### src/rtl/lb_pkg.sv
package lb_pkg;
  typedef enum logic {
    SRC_CACHE = 1'b0,
    SRC_BUF   = 1'b1
  } src_e;
endpackage

### src/rtl/lb_rst_sync.sv
module lb_rst_sync (
  input  logic clk,
  input  logic rst_n_i,
  output logic rst_n_o
);
  logic [1:0] sync_q;

  always_ff @(posedge clk or negedge rst_n_i) begin
    if (!rst_n_i) sync_q <= 2'b00;
    else          sync_q <= {sync_q[0], 1'b1};
  end

  assign rst_n_o = sync_q[1];
endmodule

### src/rtl/lb_window.sv
// Tracks which consecutive word addresses the store currently holds.
module lb_window #(
  parameter int AW    = 32,
  parameter int DEPTH = 8,
  localparam int PW   = $clog2(DEPTH),
  localparam int CW   = PW + 1
) (
  input  logic          clk,
  input  logic          rst_n,
  input  logic          flush_i,
  input  logic [AW-1:0] look_addr_i,
  output logic          look_hit_o,
  output logic [PW-1:0] look_slot_o,
  input  logic          wr_en_i,
  input  logic [AW-1:0] wr_addr_i,
  output logic [PW-1:0] wr_slot_o
);
  logic [AW-1:0] base_q, base_d;
  logic [PW-1:0] head_q, head_d;
  logic [CW-1:0] cnt_q, cnt_d;
  logic [AW-1:0] look_off, tail_addr;
  logic          is_seq, full, upd_en;

  always_comb begin
    look_off    = look_addr_i - base_q;
    look_hit_o  = (cnt_q != '0) && (look_off < AW'(cnt_q));
    look_slot_o = head_q + look_off[PW-1:0];
    tail_addr   = base_q + AW'(cnt_q);
    is_seq      = (cnt_q != '0) && (wr_addr_i == tail_addr);
    full        = (cnt_q == CW'(DEPTH));
    wr_slot_o   = is_seq ? (head_q + cnt_q[PW-1:0]) : '0;
  end

  always_comb begin
    base_d = base_q;
    head_d = head_q;
    cnt_d  = cnt_q;
    upd_en = flush_i | wr_en_i;
    if (flush_i) begin
      cnt_d  = '0;
      head_d = '0;
    end else if (wr_en_i) begin
      if (is_seq) begin
        if (full) begin
          base_d = base_q + AW'(1);
          head_d = head_q + PW'(1);
        end else begin
          cnt_d = cnt_q + CW'(1);
        end
      end else begin
        base_d = wr_addr_i;
        head_d = '0;
        cnt_d  = CW'(1);
      end
    end
  end

  always_ff @(posedge clk or negedge rst_n) begin
    if (!rst_n) begin
      base_q <= '0;
      head_q <= '0;
      cnt_q  <= '0;
    end else if (upd_en) begin
      base_q <= base_d;
      head_q <= head_d;
      cnt_q  <= cnt_d;
    end
  end

  p_count_bound_r7: assert property (@(posedge clk) disable iff (!rst_n)
    cnt_q <= CW'(DEPTH));

  p_flush_empty_r9: assert property (@(posedge clk) disable iff (!rst_n)
    $past(flush_i) |-> cnt_q == '0);

  p_append_step_r3: assert property (@(posedge clk) disable iff (!rst_n)
    !$past(flush_i) && $past(wr_en_i) && $past(is_seq) |->
      cnt_q == ($past(full) ? $past(cnt_q) : $past(cnt_q) + CW'(1)));

  p_restart_one_r8: assert property (@(posedge clk) disable iff (!rst_n)
    $past(wr_en_i && !flush_i && !is_seq) |->
      (cnt_q == CW'(1)) && (base_q == $past(wr_addr_i)));
endmodule

### src/rtl/lb_store.sv
// Instruction storage with a registered read port.
module lb_store #(
  parameter int DW    = 32,
  parameter int DEPTH = 8,
  localparam int PW   = $clog2(DEPTH)
) (
  input  logic          clk,
  input  logic          rst_n,
  input  logic          wr_en_i,
  input  logic [PW-1:0] wr_slot_i,
  input  logic [DW-1:0] wr_data_i,
  input  logic          rd_en_i,
  input  logic [PW-1:0] rd_slot_i,
  output logic [DW-1:0] rd_data_o
);
  logic [DW-1:0] mem_q [DEPTH];
  logic [DW-1:0] rd_q;

  for (genvar e = 0; e < DEPTH; e++) begin : g_entry
    logic ent_we;
    assign ent_we = wr_en_i && (wr_slot_i == PW'(e));
    always_ff @(posedge clk) begin
      if (ent_we) mem_q[e] <= wr_data_i;
    end
  end

  always_ff @(posedge clk or negedge rst_n) begin
    if (!rst_n)       rd_q <= '0;
    else if (rd_en_i) rd_q <= mem_q[rd_slot_i];
  end

  assign rd_data_o = rd_q;
endmodule

### src/rtl/lb_ctrl.sv
// Serving mode, pending cache access and output source selection.
module lb_ctrl
  import lb_pkg::*;
#(
  parameter int AW = 32
) (
  input  logic          clk,
  input  logic          rst_n,
  input  logic          flush_i,
  input  logic          fetch_req_i,
  input  logic [AW-1:0] fetch_addr_i,
  input  logic          redir_valid_i,
  input  logic [AW-1:0] redir_target_i,
  input  logic          win_hit_i,
  input  logic          cache_rsp_valid_i,
  output logic [AW-1:0] eff_addr_o,
  output logic          use_buf_o,
  output logic          cache_req_o,
  output logic          cap_en_o,
  output logic [AW-1:0] cap_addr_o,
  output logic          rsp_fwd_o,
  output src_e          src_o
);
  logic          serve_q, serve_d;
  logic          pend_q;
  logic [AW-1:0] pend_addr_q;
  src_e          src_q, src_d;
  logic          eff_req;

  always_comb begin
    eff_req     = redir_valid_i | fetch_req_i;
    eff_addr_o  = redir_valid_i ? redir_target_i : fetch_addr_i;
    use_buf_o   = eff_req && !flush_i && win_hit_i && (redir_valid_i || serve_q);
    cache_req_o = eff_req && !use_buf_o;
    serve_d     = serve_q;
    if (flush_i)      serve_d = 1'b0;
    else if (eff_req) serve_d = use_buf_o;
    src_d       = use_buf_o ? SRC_BUF : SRC_CACHE;
    rsp_fwd_o   = pend_q && cache_rsp_valid_i;
    cap_en_o    = rsp_fwd_o && !flush_i;
    cap_addr_o  = pend_addr_q;
    src_o       = src_q;
  end

  always_ff @(posedge clk or negedge rst_n) begin
    if (!rst_n) begin
      serve_q <= 1'b0;
      pend_q  <= 1'b0;
      src_q   <= SRC_CACHE;
    end else begin
      serve_q <= serve_d;
      pend_q  <= cache_req_o;
      src_q   <= src_d;
    end
  end

  always_ff @(posedge clk or negedge rst_n) begin
    if (!rst_n)           pend_addr_q <= '0;
    else if (cache_req_o) pend_addr_q <= eff_addr_o;
  end

  p_enter_by_redir_r4: assert property (@(posedge clk) disable iff (!rst_n)
    (src_q == SRC_BUF) && !$past(serve_q) |-> $past(redir_valid_i));

  p_leave_on_miss_r6: assert property (@(posedge clk) disable iff (!rst_n)
    serve_q && fetch_req_i && !redir_valid_i && !flush_i && !win_hit_i |=> !serve_q);

  p_flush_ends_mode_r9: assert property (@(posedge clk) disable iff (!rst_n)
    flush_i |=> !serve_q);
endmodule

### src/rtl/loop_ibuf.sv
module loop_ibuf
  import lb_pkg::*;
#(
  parameter int AW    = 32,
  parameter int DW    = 32,
  parameter int DEPTH = 8,
  localparam int PW   = $clog2(DEPTH)
) (
  input  logic          clk,
  input  logic          rst_n,
  input  logic          flush_i,
  input  logic          fetch_req_i,
  input  logic [AW-1:0] fetch_addr_i,
  input  logic          redir_valid_i,
  input  logic [AW-1:0] redir_target_i,
  output logic          cache_req_o,
  output logic [AW-1:0] cache_addr_o,
  input  logic          cache_rsp_valid_i,
  input  logic [DW-1:0] cache_rsp_data_i,
  output logic          out_valid_o,
  output logic [DW-1:0] out_instr_o,
  output logic          out_from_buf_o
);
  logic          rst_n_s;
  logic [AW-1:0] eff_addr, cap_addr;
  logic          win_hit, use_buf, cap_en, rsp_fwd;
  logic [PW-1:0] look_slot, wr_slot;
  logic [DW-1:0] rd_data;
  src_e          src;

  lb_rst_sync u_rst (
    .clk     (clk),
    .rst_n_i (rst_n),
    .rst_n_o (rst_n_s)
  );

  lb_ctrl #(.AW(AW)) u_ctrl (
    .clk               (clk),
    .rst_n             (rst_n_s),
    .flush_i           (flush_i),
    .fetch_req_i       (fetch_req_i),
    .fetch_addr_i      (fetch_addr_i),
    .redir_valid_i     (redir_valid_i),
    .redir_target_i    (redir_target_i),
    .win_hit_i         (win_hit),
    .cache_rsp_valid_i (cache_rsp_valid_i),
    .eff_addr_o        (eff_addr),
    .use_buf_o         (use_buf),
    .cache_req_o       (cache_req_o),
    .cap_en_o          (cap_en),
    .cap_addr_o        (cap_addr),
    .rsp_fwd_o         (rsp_fwd),
    .src_o             (src)
  );

  lb_window #(.AW(AW), .DEPTH(DEPTH)) u_win (
    .clk         (clk),
    .rst_n       (rst_n_s),
    .flush_i     (flush_i),
    .look_addr_i (eff_addr),
    .look_hit_o  (win_hit),
    .look_slot_o (look_slot),
    .wr_en_i     (cap_en),
    .wr_addr_i   (cap_addr),
    .wr_slot_o   (wr_slot)
  );

  lb_store #(.DW(DW), .DEPTH(DEPTH)) u_store (
    .clk       (clk),
    .rst_n     (rst_n_s),
    .wr_en_i   (cap_en),
    .wr_slot_i (wr_slot),
    .wr_data_i (cache_rsp_data_i),
    .rd_en_i   (use_buf),
    .rd_slot_i (look_slot),
    .rd_data_o (rd_data)
  );

  assign cache_addr_o   = eff_addr;
  assign out_from_buf_o = (src == SRC_BUF);
  assign out_valid_o    = out_from_buf_o | rsp_fwd;
  assign out_instr_o    = out_from_buf_o ? rd_data : cache_rsp_data_i;

  p_buf_skips_cache_r4: assert property (@(posedge clk) disable iff (!rst_n_s)
    out_from_buf_o |-> $past(!cache_req_o && (fetch_req_i || redir_valid_i)));
endmodule

### config.mk
export PLATFORM = sky130hd
export DESIGN_NAME = loop_ibuf
export DESIGN_NICKNAME = d
export VERILOG_FILES = /design/src/rtl/lb_pkg.sv /design/src/rtl/lb_rst_sync.sv /design/src/rtl/lb_window.sv /design/src/rtl/lb_store.sv /design/src/rtl/lb_ctrl.sv /design/src/rtl/loop_ibuf.sv
export SDC_FILE = /design/constraint.sdc
export NUM_CORES = 1
export LEC_CHECK = 0
export BUFFER_PORTS_ARGS = -buffer_cell sky130_fd_sc_hd__buf_2
export CORE_MARGIN = 2
export CORE_UTILIZATION = 54
export DETAILED_ROUTE_END_ITERATION = 8
export MAX_ROUTING_LAYER = met4
export PLACE_DENSITY = 0.86
export SETUP_SLACK_MARGIN = 0.4
export SLEW_MARGIN = 20
export SYNTH_ARGS = -nofsm -noshare
export SYNTH_HDL_FRONTEND = slang
export SYNTH_SLANG_ARGS = --single-unit
### constraint.sdc
create_clock -name clk -period 6.76 [get_ports clk]
set_clock_uncertainty 0.15 [all_clocks]
set_input_delay 1.352 -clock clk [delete_from_list [all_inputs] [get_ports clk]]
set_output_delay 1.352 -clock clk [all_outputs]
set_load 0.005 [all_outputs]
### After elaboration in Yosys (flattened, before gate mapping)

Memory sizes are Yosys's and may differ from the RTL's. A register that Yosys moved wholly into a read port is not among the register bits.
Index checks and enable logic that the tools add are counted.

* bits in registers: 76
* RAM bits: 256
* input bits: 102
* output and inout bits: 67
* word-level logic and storage cells: 120
* memories kept: 1

* $add $sub $neg: 7
* order comparisons: 1
* eq/ne operators: 12
* mux-type cells: 53
* bitwise gates (word level): 4
* reductions and logical operators: 34

Memories
* u_store.mem_q: words 8, width 32, rd ports 1, clocked after Yosys merged registers in 1, wr ports 1, line lb_store.sv:16 `logic [DW-1:0] mem_q [DEPTH];`

Operators with widths (count)
* 32-bit 2-to-1 mux: 11
* 32-bit OR reduction: 7
* 3-bit 2-to-1 mux: 12
* 32-bit by 1-bit adder with 32-bit output, second input constant: 1
* 32-bit by 4-bit adder with 32-bit output: 1
* 32-bit equality test: 1
* 32-bit by 4-bit < comparator with 1-bit output: 1
* 32-bit subtractor: 1
* 1-bit 2-to-1 mux: 26
* 1-bit logical AND: 16
* 4-bit 2-to-1 mux: 4
* 3-bit equality test, second input constant: 4
* 3-bit adder: 2
* 3-bit by 2-bit equality test with 1-bit output, second input constant: 2
* 3-bit inequality test, second input constant: 2
* 3-bit AND reduction: 2
* 4-bit by 1-bit adder with 4-bit output, second input constant: 1
* 4-bit equality test, second input constant: 1
* 4-bit AND reduction: 1
* 2-bit nonzero test: 2
* 4-bit nonzero test: 1
* 3-bit by 1-bit adder with 3-bit output, second input constant: 1
* 3-bit by 1-bit equality test with 1-bit output, second input constant: 1
* 1-bit logical NOT: 3
* 5 further kinds: 7

### Depth between registers and ports, before layout

* depth after elaboration: 16
* gate-level depth with buffers: 20
* gate-level depth less buffers: 18

### Cells and area by module

A second synthesis with hierarchy kept.

* cells, all modules: 1580
* area, all modules: 19558.8 um^2

By module, submodules not included
* lb_store: times used 1, cells an instance 635, area each 11254.5 um^2, sequential area each 8488.1 um^2
* lb_window: times used 1, cells an instance 788, area each 5875.6 um^2, sequential area each 975.9 um^2
* lb_ctrl: times used 1, cells an instance 117, area each 1828.0 um^2, sequential area each 875.8 um^2
* loop_ibuf: times used 1, cells an instance 37, area each 546.8 um^2, sequential area each 0.0 um^2
* lb_rst_sync: times used 1, cells an instance 3, area each 53.8 um^2, sequential area each 50.0 um^2

### Worst setup path before layout

Ideal clock, no wire load.

* path type: flip-flop to flip-flop
* start: register u_win.cnt_q[0]
* end: memory u_store.mem_q[4][0], enable pin
* library setup time: 501 ps
* data arrival time: 6271 ps
* required time: 6109 ps
* setup slack: -162 ps
* stages on the path, launching flop included: 13
* path buffers: 0
* clock period less this slack: 6922 ps
* cell sequence: dfrtp_1 ha_1 inv_1 fa_1 nor2b_1 o21ai_0 a2111oi_0 xnor2_1 nand4_1 or4_1 nor4_4 nand2b_1 nor4_1

* elaborated cells on any way between the ends: 59
* classes of those cells: add/sub (2); eq/ne (8); mux (31); reduce/logical (18)

RTL lines
* start, declared: line lb_window.sv:20 `logic [CW-1:0] cnt_q, cnt_d;`
* start signal, assigned: line lb_window.sv:66 `cnt_q <= cnt_d;`
* 32-bit by 4-bit adder with 32-bit output: line lb_window.sv:28 `tail_addr = base_q + AW'(cnt_q);`
* 32-bit equality test: line lb_window.sv:29 `is_seq = (cnt_q != '0) && (wr_addr_i == tail_addr);`
* 1-bit logical AND: line lb_window.sv:29
* 3-bit 2-to-1 mux *: line lb_window.sv:31 `wr_slot_o = is_seq ? (head_q + cnt_q[PW-1:0]) : '0;`
* 3-bit equality test *: line lb_store.sv:21 `assign ent_we = wr_en_i && (wr_slot_i == PW'(e));`
* 1-bit logical AND *: line lb_store.sv:21
* via u_store.g_entry[4].ent_we: line lb_store.sv:20 `logic ent_we;`
* 1-bit 2-to-1 mux *: line lb_store.sv:23 `if (ent_we) mem_q[e] <= wr_data_i;`
* 1-bit 2-to-1 mux (not written as such) *: line lb_store.sv:23
* 32-bit OR reduction (no source line)
* 3-bit 2-to-1 mux (no source line) or 1-bit 2-to-1 mux (tied branches) (4 in a row)
* end, declared: line lb_store.sv:16

Mark *: on every way through the listed nets, which the timed path passes. The rest lies on a longest branch.

### Worst setup path after layout

* start: input redir_valid_i
* end: output cache_req_o

* longest elaborated chain between the ends: 8
* elaborated cells on any way between the ends: 11
* classes of those cells: add/sub (1); order compare (1); mux (1); bitwise (1); reduce/logical (7)

Ends and longest elaborated chain
* start, declared: line loop_ibuf.sv:14 `input logic redir_valid_i,`
* 32-bit 2-to-1 mux: line lb_ctrl.sv:32 `eff_addr_o = redir_valid_i ? redir_target_i : fetch_addr_i;`
* 32-bit subtractor: line lb_window.sv:25 `look_off = look_addr_i - base_q;`
* 32-bit by 4-bit < comparator with 1-bit output: line lb_window.sv:26 `look_hit_o = (cnt_q != '0) && (look_off < AW'(cnt_q));`
* 1-bit logical AND: line lb_window.sv:26
* 1-bit logical AND (2 in a row): line lb_ctrl.sv:33 `use_buf_o = eff_req && !flush_i && win_hit_i && (redir_valid_i || serve_q);`
* 1-bit logical NOT: line lb_ctrl.sv:34 `cache_req_o = eff_req && !use_buf_o;`
* 1-bit logical AND *: line lb_ctrl.sv:34
* end, declared: line loop_ibuf.sv:16 `output logic cache_req_o,`

Every way passes the cells marked *; elsewhere a longest branch is shown, timed or not.

==> run_results.csv <==
group,metric,value,unit
timing,relSlewSlack,31.3,%
global_route,grt_pass1_wl,80700,um
timing,worst_pin_slew,1.03,ns
timing,maxSlewViolCount,0,
yosys,yosysTopAreaCell,"edfxtp_1",
detailed_routing,drc,0,
setup_path,reg2reg_slack,1.09,ns
setup_path,cp.arrival,4.82,ns
clock_tree,cts.clk_slew.worst_paths,0.06,ns
detailed_routing,firstDrtPassIters,7,
place,port_buffers,168,
yosys,synth.distinct_cells,74,
setup_path,critPathLaunch,"redir_valid_i",
yosys,synth.cells.most_frequent,"edfxtp_1 (256), mux2_2 (160), dfrtp_1 (108), nand2_1 (92), a21oi_1 (80)",
place,dp.cells,2039,
floorplan,core_area,34500,sq um
yosys,yosys-top-cells-area,"edfxtp_1 (41%), dfrtp_1 (14%), mux2_2 (9.6%)",
yosys,syn_area,18900,sq um
clock_tree,hold_buffers,0,
setup_path,reg2reg_depth,13,
run_status,outcome,"complete, no violations",
global_route,grt_pass1_vias,13800,
yosys,async_flop_share,29.7,%
min_path,hp-class,"register to asynchronous set/reset pin",
cells_and_area,final_util,64.2,%
timing,fin_crit_sh,93.6,%
yosys,yosys_warnings,0,
job,max_cap_violations,0,
detailed_routing,first_iter_violations,1471,
setup_path,crit_required,5.26,ns
floorplan,rows,68,
place,hpwl,34900,um
yosys,yosysTopAreaCellShare,40.8,%
place,gp_congestion,0.961,
yosys,synth.most_common_cell,"edfxtp_1",
cells_and_area,final_cells,2119,
clock_tree,cts_tree,"done",
yosys,syn_nets,1603,
floorplan,die_area,36400,sq um
detailed_routing,wirelength,53000,um
setup_path,startpoint_type,"input port",
cells_and_area,n_fill_cell,2472,
pwr,p_total,0.00652,W
clock_tree,cts_made_buffers,39,
timing,max_clock_freq,158,MHz
cells_and_area,antenna_cells,0,
setup_path,rr_startpoint,"u_win.cnt_q[0]$_DFFE_PN0P_",
cells_and_area,area_delta_synth_final,17.2,%
clock_tree,root_buffer,"clkbuf_16",
yosys,postSynthCellCount,1453,
setup_path,path_max_fanout,6,
floorplan,die_w,191,um
yosys,ys_ff_latch,364,
setup_path,crit_type,"input port to primary output",
clock_tree,cts_buffer_depth,3,
timing,period_minus_slack,6.32,ns
timing,rsz0062_at_grt,"yes",
floorplan,io_pins,169,
clock_tree,htreeDepth,2,
floorplan,start_util,54.7,%
detailed_routing,wl_per_cell,25.0,um
clock_tree,clock_latency,0.54,ns
cells_and_area,final_nets,1783,
setup_path,r2r-end,"u_store.mem_q[5][15]$_DFFE_PP_",
setup_path,worstSetupEndpoint,"cache_req_o",
detailed_routing,vias,13900,
pwr,p_leak,8.15,nW
yosys,synth_area_per_cell,13.0,sq um
timing,finalSetupTns,0,ns
detailed_routing,vias_per_cell,6.57,
detailed_routing,antenna_left,0,
pwr,p_per_area,295,nW/um^2
yosys,synth_edf_count,256,
yosys,synth_ff_type,"edfxtp_1",
global_route,grt_max_degree,67,
global_route,antenna_found_initial,0,
yosys,yosysSeqAreaShare,55.1,%
timing,hold_viol,0,
global_route,grt_overflow_total,0,
cells_and_area,drive_gt1_share,34.4,%
setup_path,endpoint_kind,"primary output",
global_route,grt_use_total,30.0,%
clock_tree,clkSinkCount,364,
timing,setup_viol,0,
pwr,irDropWorstVdd,205,uV
floorplan,fp.dieH,191,um
## through the flow
stage | area [sq um] | setup WS [ns] | hold slack (ns)
2_1_floorplan | 18900 | 0.406 | 0.181
3_3_place_gp | 20400 | 0.177 | 0.186
3_5_place_dp | 20400 | 0.163 | 0.189
4_1_cts | 21900 | 0.400 | 0.202
5_1_grt | 22100 | 0.230 | 0.221
6_report | 22100 | 0.436 | 0.193
## placed cells by master (no fill, tap or decap), types with 8 or more instances in the layout
cell,n
dfrtp_1,106
nand3_1,49
edfxtp_1,256
nand2_1,91
or4_1,12
mux4_2,64
mux2_2,158
o21ai_0,38
ha_4,12
o21ai_1,8
clkbuf_1,13
a21oi_1,72
nor4_1,14
clkbuf_16,39
nor3_1,30
and3_1,15
or3_1,13
nand4_1,25
buf_4,41
a31oi_1,12
buf_2,167
ha_1,27
o211ai_1,9
xor2_1,26
nor2_1,68
xnor2_1,32
o21a_1,14
inv_1,52
## cell families after synthesis
group | share of synthesized area (%)
and+or+nand+nor | 10.2
muxes | 17.6
buffers and inverters | 2.57
other | 0.0199
DFF | 55.1
adders and majority gates | 3.34
AOI/OAI and AO/OA | 8.35
xor gates and xnor gates | 2.79
## per-layer routing
| metal | track usage (%) | share of wire (%) | vias to the layer above |
|---|---|---|---|
| met5 | - | 0 | - |
| li1 | - | - | 5986 |
| met4 | 11.3 | 4.2 | 0 |
| met3 | 4.03 | 7.4 | 164 |
| met2 | 50.3 | 50 | 804 |
| met1 | 37.4 | 38 | 6969 |
## sequential cells by signal, summed over array words and instances (netlist names), 2 cells and up
register,cells
u_ctrl.cap_addr_o,32
u_rst.sync_q,2
u_store.mem_q,256
u_store.rd_data_o,32
u_win.base_q,32
u_win.cnt_q,4
u_win.head_q,3
## timing repair
| item | 4_1_cts | 5_1_grt |
|---|---|---|
| setup buffers | 2 | 5 |
| endpoints found under the setup margin | 1 | 1 |
| gates cloned | 1 | 0 |
| resized for setup | 49 | 31 |
| pin swaps | 9 | 12 |
## worst min-delay path by stage
stage                                          from  depth (start not counted)  slack (ns)                           end
final                     u_rst.sync_q[1]$_DFF_PN0_                          0        0.19  u_win.base_q[23]$_DFFE_PN0P_
after global routing      u_rst.sync_q[0]$_DFF_PN0_                          0        0.22     u_rst.sync_q[1]$_DFF_PN0_
after CTS                 u_rst.sync_q[0]$_DFF_PN0_                          0        0.20     u_rst.sync_q[1]$_DFF_PN0_
after detailed placement  u_rst.sync_q[0]$_DFF_PN0_                          0        0.19     u_rst.sync_q[1]$_DFF_PN0_
after global placement    u_rst.sync_q[0]$_DFF_PN0_                          0        0.19     u_rst.sync_q[1]$_DFF_PN0_
after floorplan           u_rst.sync_q[0]$_DFF_PN0_                          0        0.18     u_rst.sync_q[1]$_DFF_PN0_
## layout make-up
type                            count  area, sq um  share of cell area (%)
Inverter                           54          205                   0.928
Timing Repair Buffer              212         1240                    5.59
Multi-Input combinational cell    962         8440                    38.2
Tap cell                          455          569                    2.58
Sequential cell                   364        10400                    47.0
Clock buffer                       52         1020                    4.64
Clock inverter                     20          234                    1.06
## worst max-delay path, stage by stage
cell       delay (ns)
buf_12           0.11
mux2_2           0.38
ha_4             0.28
nor2b_1          0.14
o31a_1           0.36
o21a_1           0.23
buf_4            0.16
a21oi_1          0.16
xnor2_1          0.15
or4_1            0.53
nand4bb_1        0.24
nor4_2           0.30
buf_4            0.18
a31oi_4          0.08
buf_2            0.15
## power breakdown
part	switching, W	internal [W]	leakage [nW]	total (W)
Clock	0.000909	0.00120	0.609	0.00211
Combinational	0.000990	0.000832	3.88	0.00182
Sequential	0.000121	0.00246	3.66	0.00258
(Power assumes the default switching activity.)
